===== src/rtl/blkc_pkg.sv =====
// Package: shared constants and the sequencer state type for the block copy engine.
// Assumes 16-bit data words and byte addressing with 2 bytes per word.
package blkc_pkg;
    localparam int WORD_W = 16;
    localparam int SH_W   = 4;
    localparam int NCH    = 4;

    // register addresses
    localparam logic [3:0] RA_MODE  = 4'd0;
    localparam logic [3:0] RA_FUNC  = 4'd1;
    localparam logic [3:0] RA_FMASK = 4'd2;
    localparam logic [3:0] RA_LMASK = 4'd3;
    localparam logic [3:0] RA_PTR0  = 4'd4;
    localparam logic [3:0] RA_MOD0  = 4'd8;
    localparam logic [3:0] RA_DATA0 = 4'd12;
    localparam logic [3:0] RA_SIZE  = 4'd15;

    typedef enum logic [2:0] {
        ST_IDLE,
        ST_RDA,
        ST_RDB,
        ST_RDC,
        ST_WRD
    } blkc_state_t;
endpackage


===== src/rtl/blkc_ptr_bank.sv =====
// Module: pointer and modulo registers for the four channels.
// Each channel steps by 2 bytes per word, plus its signed modulo at a line end,
// upward or downward. Assumes writes and steps never occur in the same cycle.
module blkc_ptr_bank #(
    parameter int AW = 16
) (
    input  logic                           clk,
    input  logic                           rst_n,
    input  logic                           wr_ptr,
    input  logic                           wr_mod,
    input  logic [1:0]                     wr_sel,
    input  logic [blkc_pkg::WORD_W-1:0]    wr_data,
    input  logic                           step,
    input  logic [blkc_pkg::NCH-1:0]       step_en,
    input  logic                           line_end,
    input  logic                           desc,
    output logic [blkc_pkg::NCH-1:0][AW-1:0] ptr_o
);
    import blkc_pkg::*;

    for (genvar ch = 0; ch < NCH; ch++) begin : g_ch
        logic [AW-1:0]     ptr_q;
        logic [WORD_W-1:0] mod_q;
        logic [AW-1:0]     mod_ext;
        logic [AW-1:0]     delta;

        // sign-extend the byte modulo and form this word's step size
        always_comb begin
            mod_ext = AW'($signed(mod_q));
            delta   = line_end ? (AW'(2) + mod_ext) : AW'(2);
        end

        // hold the pointer; load from software or advance after each word
        always_ff @(posedge clk) begin
            if (!rst_n) begin
                ptr_q <= '0;
            end else if (wr_ptr && wr_sel == 2'(ch)) begin
                ptr_q <= AW'(wr_data);
            end else if (step && step_en[ch]) begin
                ptr_q <= desc ? (ptr_q - delta) : (ptr_q + delta);
            end
        end

        // hold the modulo written by software
        always_ff @(posedge clk) begin
            if (!rst_n) begin
                mod_q <= '0;
            end else if (wr_mod && wr_sel == 2'(ch)) begin
                mod_q <= wr_data;
            end
        end

        assign ptr_o[ch] = ptr_q;
    end
endmodule


===== src/rtl/blkc_shift.sv =====
// Module: cross-word barrel shifter for one source channel (combinational).
// Ascending: shifts right, taking the low bits of the previous word.
// Descending: shifts left, taking the high bits of the previous word.
module blkc_shift (
    input  logic [blkc_pkg::WORD_W-1:0] cur,
    input  logic [blkc_pkg::WORD_W-1:0] prev,
    input  logic [blkc_pkg::SH_W-1:0]   amount,
    input  logic                        desc,
    output logic [blkc_pkg::WORD_W-1:0] out
);
    import blkc_pkg::*;

    logic [2*WORD_W-1:0] right_w;
    logic [2*WORD_W-1:0] left_w;

    // build both directions and pick the one for the current order
    always_comb begin
        right_w = {prev, cur} >> amount;
        left_w  = {cur, prev} << amount;
        out     = desc ? left_w[2*WORD_W-1:WORD_W] : right_w[WORD_W-1:0];
    end
endmodule


===== src/rtl/blkc_minterm.sv =====
// Module: bitwise three-input truth-table combiner (combinational).
// Each output bit is func[{a,b,c}] for that bit position.
module blkc_minterm (
    input  logic [7:0]                  func,
    input  logic [blkc_pkg::WORD_W-1:0] a,
    input  logic [blkc_pkg::WORD_W-1:0] b,
    input  logic [blkc_pkg::WORD_W-1:0] c,
    output logic [blkc_pkg::WORD_W-1:0] d
);
    import blkc_pkg::*;

    for (genvar i = 0; i < WORD_W; i++) begin : g_bit
        assign d[i] = func[{a[i], b[i], c[i]}];
    end
endmodule


===== src/rtl/blkc_engine.sv =====
// Module: top of the block copy engine.
// Walks a window word by word, reads the enabled sources in the order A, B, C,
// combines them and writes D. Registers accept writes only while idle.
// Assumes the memory holds mem_rdata valid in the cycle mem_ack is high.
module blkc_engine #(
    parameter int AW = 16,
    parameter int HW = 10,
    parameter int WW = 6
) (
    input  logic                        clk,
    input  logic                        rst_n,
    input  logic                        cfg_we,
    input  logic [3:0]                  cfg_addr,
    input  logic [blkc_pkg::WORD_W-1:0] cfg_wdata,
    output logic                        mem_req,
    output logic                        mem_we,
    output logic [AW-1:0]               mem_addr,
    output logic [blkc_pkg::WORD_W-1:0] mem_wdata,
    input  logic [blkc_pkg::WORD_W-1:0] mem_rdata,
    input  logic                        mem_ack,
    output logic                        busy,
    output logic                        zero
);
    import blkc_pkg::*;

    localparam int COLW = WW + 1;
    localparam int ROWW = HW + 1;
    localparam logic [COLW-1:0] WMAX = COLW'(1) << WW;
    localparam logic [ROWW-1:0] HMAX = ROWW'(1) << HW;
    localparam logic [WORD_W-1:0] ONES = '1;

    blkc_state_t state_q;
    logic [WORD_W-1:0] mode_q, fmask_q, lmask_q;
    logic [7:0]        func_q;
    logic [WORD_W-1:0] dat_a_q, dat_b_q, dat_c_q;
    logic [WORD_W-1:0] prev_a_q, prev_b_q;
    logic [HW-1:0]     height_q;
    logic [WW-1:0]     width_q;
    logic [COLW-1:0]   col_q, width_n;
    logic [ROWW-1:0]   row_q, height_n;
    logic              zero_q;

    logic              idle, cfg_ok, start;
    logic              en_a, en_b, en_c, en_d, desc;
    logic              first_w, last_w, last_r, word_done;
    logic [WORD_W-1:0] amask, a_masked, a_sh, b_sh, d_val;
    logic [NCH-1:0][AW-1:0] ptr;

    // decode control fields and window position
    always_comb begin
        idle     = (state_q == ST_IDLE);
        cfg_ok   = cfg_we && idle;
        start    = cfg_ok && (cfg_addr == RA_SIZE);
        en_a     = mode_q[7];
        en_b     = mode_q[6];
        en_c     = mode_q[5];
        en_d     = mode_q[4];
        desc     = mode_q[0];
        width_n  = (width_q == '0) ? WMAX : {1'b0, width_q};
        height_n = (height_q == '0) ? HMAX : {1'b0, height_q};
        first_w  = (col_q == '0);
        last_w   = (col_q == width_n - COLW'(1));
        last_r   = (row_q == height_n - ROWW'(1));
        amask    = (first_w ? fmask_q : ONES) & (last_w ? lmask_q : ONES);
        a_masked = dat_a_q & amask;
    end

    blkc_shift u_shift_a (
        .cur    (a_masked),
        .prev   (prev_a_q),
        .amount (mode_q[15:12]),
        .desc   (desc),
        .out    (a_sh)
    );

    blkc_shift u_shift_b (
        .cur    (dat_b_q),
        .prev   (prev_b_q),
        .amount (mode_q[11:8]),
        .desc   (desc),
        .out    (b_sh)
    );

    blkc_minterm u_fn (
        .func (func_q),
        .a    (a_sh),
        .b    (b_sh),
        .c    (dat_c_q),
        .d    (d_val)
    );

    // word completes when the D stage finishes or is skipped
    assign word_done = (state_q == ST_WRD) && (!en_d || mem_ack);

    blkc_ptr_bank #(.AW(AW)) u_ptrs (
        .clk      (clk),
        .rst_n    (rst_n),
        .wr_ptr   (cfg_ok && cfg_addr[3:2] == RA_PTR0[3:2]),
        .wr_mod   (cfg_ok && cfg_addr[3:2] == RA_MOD0[3:2]),
        .wr_sel   (cfg_addr[1:0]),
        .wr_data  (cfg_wdata),
        .step     (word_done),
        .step_en  ({en_d, en_c, en_b, en_a}),
        .line_end (last_w),
        .desc     (desc),
        .ptr_o    (ptr)
    );

    // drive the memory port from the current stage
    always_comb begin
        mem_req   = 1'b0;
        mem_we    = 1'b0;
        mem_addr  = '0;
        mem_wdata = d_val;
        case (state_q)
            ST_RDA: begin mem_req = en_a; mem_addr = ptr[0]; end
            ST_RDB: begin mem_req = en_b; mem_addr = ptr[1]; end
            ST_RDC: begin mem_req = en_c; mem_addr = ptr[2]; end
            ST_WRD: begin mem_req = en_d; mem_we = 1'b1; mem_addr = ptr[3]; end
            default: ;
        endcase
    end

    // sequence the stages of each word and end the job after the last word
    always_ff @(posedge clk) begin
        if (!rst_n) begin
            state_q <= ST_IDLE;
        end else begin
            case (state_q)
                ST_IDLE: if (start) state_q <= ST_RDA;
                ST_RDA:  if (!en_a || mem_ack) state_q <= ST_RDB;
                ST_RDB:  if (!en_b || mem_ack) state_q <= ST_RDC;
                ST_RDC:  if (!en_c || mem_ack) state_q <= ST_WRD;
                ST_WRD:  if (word_done) state_q <= (last_w && last_r) ? ST_IDLE : ST_RDA;
                default: state_q <= ST_IDLE;
            endcase
        end
    end

    // configuration registers written by software while idle
    always_ff @(posedge clk) begin
        if (!rst_n) begin
            mode_q   <= '0;
            func_q   <= '0;
            fmask_q  <= ONES;
            lmask_q  <= ONES;
            height_q <= '0;
            width_q  <= '0;
        end else if (cfg_ok) begin
            case (cfg_addr)
                RA_MODE:  mode_q  <= cfg_wdata;
                RA_FUNC:  func_q  <= cfg_wdata[7:0];
                RA_FMASK: fmask_q <= cfg_wdata;
                RA_LMASK: lmask_q <= cfg_wdata;
                RA_SIZE: begin
                    height_q <= cfg_wdata[WORD_W-1:WW];
                    width_q  <= cfg_wdata[WW-1:0];
                end
                default: ;
            endcase
        end
    end

    // source data registers: written by software or by an acknowledged fetch
    always_ff @(posedge clk) begin
        if (!rst_n) begin
            dat_a_q <= '0;
            dat_b_q <= '0;
            dat_c_q <= '0;
        end else if (cfg_ok) begin
            if (cfg_addr == RA_DATA0)        dat_a_q <= cfg_wdata;
            if (cfg_addr == RA_DATA0 + 4'd1) dat_b_q <= cfg_wdata;
            if (cfg_addr == RA_DATA0 + 4'd2) dat_c_q <= cfg_wdata;
        end else if (mem_ack) begin
            if (state_q == ST_RDA) dat_a_q <= mem_rdata;
            if (state_q == ST_RDB) dat_b_q <= mem_rdata;
            if (state_q == ST_RDC) dat_c_q <= mem_rdata;
        end
    end

    // window position, shifter carry words and the all-zero tracker
    always_ff @(posedge clk) begin
        if (!rst_n) begin
            col_q    <= '0;
            row_q    <= '0;
            prev_a_q <= '0;
            prev_b_q <= '0;
            zero_q   <= 1'b0;
        end else if (start) begin
            col_q    <= '0;
            row_q    <= '0;
            prev_a_q <= '0;
            prev_b_q <= '0;
            zero_q   <= 1'b1;
        end else if (word_done) begin
            col_q    <= last_w ? '0 : col_q + COLW'(1);
            row_q    <= last_w ? row_q + ROWW'(1) : row_q;
            prev_a_q <= last_w ? '0 : a_masked;
            prev_b_q <= last_w ? '0 : dat_b_q;
            zero_q   <= zero_q && (d_val == '0);
        end
    end

    assign busy = !idle;
    assign zero = zero_q;
endmodule


===== config.mk =====
export PLATFORM = sky130hd
export DESIGN_NAME = blkc_engine
export DESIGN_NICKNAME = d
export VERILOG_FILES = /design/src/rtl/blkc_pkg.sv /design/src/rtl/blkc_ptr_bank.sv /design/src/rtl/blkc_shift.sv /design/src/rtl/blkc_minterm.sv /design/src/rtl/blkc_engine.sv
export SDC_FILE = /design/constraint.sdc
export NUM_CORES = 1
export LEC_CHECK = 0
export ABC_CLOCK_PERIOD_IN_PS = 17450
export BUFFER_PORTS_ARGS = -buffer_cell sky130_fd_sc_hd__buf_2
export CORE_MARGIN = 3
export CORE_UTILIZATION = 55
export DETAILED_ROUTE_END_ITERATION = 16
export PLACE_DENSITY = 0.75
export REMOVE_ABC_BUFFERS = 1
export SYNTH_ARGS = -nofsm -noshare
export SYNTH_HDL_FRONTEND = slang
export SYNTH_SLANG_ARGS = --single-unit

===== constraint.sdc =====
create_clock -name clk -period 17.45 [get_ports clk]
set_input_delay 4.3625 -clock clk [delete_from_list [all_inputs] [get_ports clk]]
set_output_delay 4.3625 -clock clk [all_outputs]
set_load 0.005 [all_outputs]

==> results of run 1 <==
final timing paths:
kind | slack [ns] | depth (start not counted) | from | endpoint
setup / recovery | 7.93 | 14 | width_q[0] | mem_wdata[8]
hold / removal | 0.46 | 2 | prev_b_q[14] | prev_b_q[14]
setup reg to reg | 10.31 | 25 | width_q[0] | u_ptrs.g_ch[1].ptr_q[15]
hold reg to reg | 0.46 | 2 | prev_b_q[14] | prev_b_q[14]
through the flow:
step | power [uW] | util [%] | worst slack [ns] | instance area (um^2) | hold WS [ns]
after floorplan | 1100 | - | 7.62 | 22700 | 0.433
after global placement | 1280 | 57.1 | 8.64 | 24100 | 0.445
after detailed placement | 1290 | 57.1 | 8.53 | 24100 | 0.454
after CTS | 2040 | 59.9 | 7.97 | 25300 | 0.462
after global routing | 2120 | 60.0 | 7.71 | 25300 | 0.486
final | 2040 | 60.0 | 7.93 | 25300 | 0.464
report_power, final:
group | switching (uW) | internal, uW | total [uW]
Combinational | 313 | 197 | 509
Sequential | 55.4 | 720 | 775
Clock | 301 | 453 | 754
placed cells by master (no fill, tap or decap), types with 7 or more instances in the layout:
cell type / count
a211oi_1: 60
nor2b_1: 24
nand3_1: 101
ha_1: 75
o21ai_0: 185
nor3_1: 58
and3_1: 21
o31ai_1: 8
xnor2_1: 80
a221oi_1: 11
nand2b_1: 40
mux2_2: 36
mux2i_1: 120
dfxtp_1: 293
a21boi_0: 98
clkbuf_8: 11
or3_1: 15
a31oi_1: 23
mux4_2: 88
nor3b_1: 14
a21oi_1: 222
o21bai_1: 12
o211ai_1: 37
nor2_1: 271
and2_1: 30
nand4_1: 15
buf_2: 74
a22oi_1: 85
a21o_1: 11
a22o_1: 7
xor2_1: 70
inv_1: 78
clkbuf_16: 34
buf_4: 35
nand2_1: 467
o22ai_1: 11
cells by family after synthesis:
kind of cell             after synthesis
adder cells (fa/ha/maj)               79
AND/OR/NAND/NOR                     1102
XOR/XNOR                             150
buffers and inverters                308
flip-flops                           299
AO/OA/AOI/OAI                        851
multiplexers                         247
sequential cells by signal, summed over array words and instances (netlist names), 3 cells and up:
signal               cells
fmask_q                 16
col_q                    7
mode_q                  13
row_q                   11
lmask_q                 16
prev_a_q                16
prev_b_q                16
u_ptrs.g_ch.mod_ext     64
u_ptrs.g_ch.ptr_q       64
state_q                  3
height_q                10
dat_b_q                 16
func_q                   8
dat_a_q                 16
dat_c_q                 16
width_q                  6
final cells by class:
cell class / instances / area [um^2] / area share, %
multi-input cells: 2429 / 16500 / 65.2
clock buffers: 49 / 1020 / 4.03
repair buffers: 109 / 633 / 2.51
clock inverters: 11 / 161 / 0.639
diodes: 3 / 7.51 / 0.0297
inverters: 83 / 312 / 1.23
well taps: 539 / 674 / 2.67
flip-flops and latches: 299 / 6000 / 23.7
per-layer routing:
layer | GRT usage [%] | up-vias | part of all wire [%]
met3 | 5.05 | 242 | 8.9
li1 | - | 10800 | -
met5 | 0 | - | 0.020
met4 | 17.2 | 2 | 5.8
met1 | 46.7 | 11000 | 41
met2 | 53.4 | 1129 | 44
worst register-to-register path, stage by stage (launching register included):
cell and delay (ns):
dfxtp_1 0.43, inv_1 0.11, ha_1 0.28, or3b_1 0.36, a31oi_1 0.21, a32oi_2 0.23, nand2_4 0.31, and2_2 0.68
buf_4 0.50, nand2_1 0.17, ha_1 0.28, a21oi_1 0.25, ha_1 0.28, nor2b_1 0.12, o21ai_0 0.21, a21boi_0 0.16
o21ai_0 0.26, a21boi_0 0.17, o21ai_0 0.26, a21oi_1 0.15, o41ai_1 0.49, o21ai_0 0.26, a31oi_1 0.23, xor2_1 0.12
or3_1 0.34, a31oi_1 0.19
==> impl_metrics.ini, run 1 <==
[route]
routed_wl_um = 79700
drt_iter0_markers = 2552
drt.antenna.violating_nets = 0
drc = 0
wire_per_inst_um = 22.6
via_per_inst = 6.58
first_pass_iters = 6
vias = 23200

[die]
die_w_um = 213
rows = 75
fp.coreArea_mm2 = 0.0421
dieArea_mm2 = 0.0454
io_pins = 76
start_util_pct = 56.0
die_h_um = 213

[synthesis]
synthXorXnorAreaFrac_pct = 5.57
syn_inst = 3036
yosys-mux-area-fraction_pct = 15.4
avgSynthCellArea_um2 = 7.77
synth_fa_ha_area_share_pct = 4.32
synth-simple-area-share_pct = 21.0
synth_area_leader_cell = dfxtp_1
ys_async_sr_fraction_pct = 0
synth_seq_area_share_pct = 25.4
ys.warnings.count = 0
synthFlopType = dfxtp_1
synth_common_cells = 468 x nand2_1, 299 x dfxtp_1, 271 x nor2_1
synth_cell_types = 92
synth_edf_count = 0
synth_area_mm2 = 0.0236
synth_seq_cells = 299
synth_compound_area_share_pct = 23.3
yosys-top-cells-area = dfxtp_1 25%, mux4_2 8.4%, nand2_1 7.4%, mux2i_1 5.1%, a21oi_1 4.7%
yosysTopAreaCellShare_pct = 25.4
synth_top_family_by_area = compound AO/OA/AOI/OAI gates
yosysMostFrequentCell = nand2_1

[sta]
drv_slew = 0
setup_viol = 0
period_share_pct = 54.6
worst_pin_slew_ns = 1.30
min_period_ns = 9.52
finalHoldViolCount = 0
rsz0062_at_grt = false
tns_ns = 0
max_freq_mhz = 105
slew_headroom_pct = 12.8
fin_skew_ns = 0.0227

[cells_and_area]
syn_to_final_growth_pct = 7.11
drive_gt1_share_pct = 11.2
nets = 3075
fillers = 3773
final_cells = 3522

[global_route]
grt_pass1_vias = 21400
overflow = 0
grt_max_degree = 94
grt_pass1_wl_um = 123000
grt_usage_pct = 34.3
antenna_found_initial = 4

[clock_network]
root_buffer = clkbuf_16
postCtsHoldBufs = 0
cts-resized-gates = 0
cts_sinks = 299
clkTransAtPathRegs_ns = 0.06
cts_tree = built
numCtsBuffers = 34
post_cts.repair.setup_buffers = 0
clock_latency_ns = 0.54
htree_levels = 2
cts_buffer_depth = 3

[setup_path]
crit_buf_inv = 2
crit_family = compound AO/OA/AOI/OAI gates
slowest_stage = a31oi_1
cp_max_fo = 17
crit_path_end_kind = primary output
cp_data_required_time_ns = 13.09
max_stage_delay_ns = 0.85
worst_setup_path_start_kind = flip-flop
critPathArrivalTime_ns = 5.16
crit_chain = inv_1, ha_1, or3b_1, a31oi_1, a32oi_2, nand2_4, a31oi_1, mux4_2, nand2_1, and3_1, a221o_1, mux4_2, mux2_2, buf_2
worst-setup-path-type = flip-flop to primary output

[flow_run]
drv_cap = 0

[placement]
io_buffers = 75
dp_hpwl_um = 56300
routabilityCongestion = 0.958
dp_cells = 3459

[run_status]
status = finished, final reports clean

[power]
peakVddDrop_v = 0.0000797
p_per_area_mw_per_mm2 = 80.7
p_leak_uw = 0.00901

[worst_hold_path]
holdCritPathClass = flip-flop to flip-flop
Power figures use the tool's default switching activity.
==> run 2, diff against run 1 <==
--- a/config.mk
+++ b/config.mk
@@ -5,12 +5,12 @@
 export SDC_FILE = /design/constraint.sdc
 export NUM_CORES = 1
 export LEC_CHECK = 0
-export ABC_CLOCK_PERIOD_IN_PS = 17450
+export ABC_CLOCK_PERIOD_IN_PS = 8450
 export BUFFER_PORTS_ARGS = -buffer_cell sky130_fd_sc_hd__buf_2
 export CORE_MARGIN = 3
 export CORE_UTILIZATION = 55
 export DETAILED_ROUTE_END_ITERATION = 16
-export PLACE_DENSITY = 0.75
+export PLACE_DENSITY = 0.78
 export REMOVE_ABC_BUFFERS = 1
 export SYNTH_ARGS = -nofsm -noshare
 export SYNTH_HDL_FRONTEND = slang
==> constraint.sdc (replaced) <==
create_clock -name clk -period 8.45 [get_ports clk]
set_input_delay 2.1125 -clock clk [delete_from_list [all_inputs] [get_ports clk]]
set_output_delay 2.1125 -clock clk [all_outputs]
set_load 0.005 [all_outputs]
==> run 2 against run 1 <==
Compared with the run above:
- sequential power rose by 110%
- clock power rose by 120%
- sequential cell count did not move
- first-iteration DRC count fell by 1.5%
- via count rose by 0.98%
- total power rose by 110%
- die area did not move
- critical endpoint is now mem_wdata[15]
==> impl_metrics.ini, run 2 (synthesis gave the netlist of run 1 again) <==
[run_status]
status = finished, final reports clean

[route]
wire_per_inst_um = 22.4
drt.antenna.violating_nets = 0
via_per_inst = 6.64
drc = 0
routed_wl_um = 78800
drt_iter0_markers = 2513
first_pass_iters = 7
vias = 23400

[cells_and_area]
nets = 3077
syn_to_final_growth_pct = 7.49
fillers = 3716
final_common_cell = nand2_1
drive_gt1_share_pct = 11.3
mostFrequentLayoutCells = 467 x nand2_1, 293 x dfxtp_1, 271 x nor2_1
finish.utilization_pct = 60.2
diodes = 0
fin_area_mm2 = 0.0254

[global_route]
use_met1_pct = 44.8
antenna_found_initial = 1
grt_max_degree = 88
grt_usage_pct = 34.0
overflow = 0
grt_pass1_vias = 21600
busiest_layer = met2
use_met2_pct = 53.6
grtUsageMet3_pct = 5.25
grt_pass1_wl_um = 122000

[setup_path]
cp_data_required_time_ns = 6.34
max_stage_delay_ns = 0.84
cp_max_fo = 17
slowest_stage = a31oi_1
crit_path_end_kind = primary output
worst_setup_path_start_kind = flip-flop
crit_chain = inv_1, ha_1, or3b_1, a31oi_1, a32oi_2, nand2_4, a31oi_1, mux2i_1, mux4_2, a221o_1, o21ai_1, mux4_2, buf_2
worst-setup-path-type = flip-flop to primary output
critPathArrivalTime_ns = 5.27

[die]
rows = 75
fp.coreArea_mm2 = 0.0421
die_w_um = 213
dieArea_mm2 = 0.0454
die_h_um = 213
start_util_pct = 56.0
io_pins = 76

[sta]
fin_skew_ns = 0.0269
worst_pin_slew_ns = 1.32
drv_slew = 0
finalHoldViolCount = 0
slew_headroom_pct = 11.6
tns_ns = 0
rsz0062_at_grt = false
setup_viol = 0
min_period_ns = 7.38
max_freq_mhz = 135
period_share_pct = 87.4

[clock_network]
post_cts.repair.setup_buffers = 0
numCtsBuffers = 36
htree_levels = 2
clock_latency_ns = 0.54
cts_tree = built
postCtsHoldBufs = 0
cts_buffer_depth = 3
cts_sinks = 299
root_buffer = clkbuf_16
clkTransAtPathRegs_ns = 0.06
cts-resized-gates = 0

[placement]
placed_area_mm2 = 0.0241
dp_hpwl_um = 55500
io_buffers = 75
routabilityCongestion = 0.975

[power]
peakVddDrop_v = 0.000158
p_per_area_mw_per_mm2 = 170
p_leak_uw = 0.00906

[worst_hold_path]
holdCritPathClass = flip-flop to flip-flop

[flow_run]
drv_cap = 0
-- run 2: cell types whose count changed in the layout (fill, tap and decap cells not counted) --
cell / previous run / this run
clkbuf_8: 11 / 10
inv_6: 3 / 2
clkbuf_16: 34 / 36
diode_2: 3 / 0
bufinv_16: 3 / 5
clkinv_2: 1 / 3
-- run 2: metal layers --
metal	vias to the layer above	routed length [um]
met4	0	5150
met3	293	7500
met1	11100	30900
met5	-	0
met2	1242	35300
li1	10800	-
-- run 2: final timing paths --
path | start | to | slack (ns) | depth (start not counted)
max | width_q[0] | mem_wdata[15] | 1.07 | 13
min | height_q[1] | height_q[1] | 0.46 | 2
max reg2reg | width_q[0] | u_ptrs.g_ch[0].ptr_q[15] | 1.81 | 26
min reg2reg | height_q[1] | height_q[1] | 0.46 | 2
-- run 2: where the power goes --
group	switching (uW)	internal (uW)
clock	640	1030
sequential	114	1490
combinational	634	401
total	1390	2920
-- run 2: stage by stage --
stage | power, uW | setup slack [ns] | hold slack [ns] | std cells
after detailed placement | 2630 | 1.77 | 0.451 | 3458
after global placement | 2610 | 1.88 | 0.447 | 3458
after CTS | 4280 | 1.19 | 0.458 | 3522
final | 4300 | 1.07 | 0.460 | 3523
after global routing | 4450 | 0.890 | 0.481 | 3523
after floorplan | 2280 | 0.875 | 0.433 | 2811
-- run 2: critical path: cells and delay by family, from the launching register on --
family,cells,cell delay [ns]
AO/OA/AOI/OAI,5,1.95
multiplexers,3,1.36
AND/OR/NAND/NOR,2,0.45
flip-flops,1,0.43
adder cells (fa/ha/maj),1,0.29
buffers and inverters,2,0.26
-- run 2: final cells by class --
cell class	instances	area, um^2	share of cell area [%]
Clock inverter	14	223	0.878
Multi-Input combinational cell	2429	16500	64.9
Tap cell	539	674	2.66
Inverter	83	312	1.23
Timing Repair Buffer	109	633	2.50
Clock buffer	50	1050	4.16
Sequential cell	299	6000	23.6
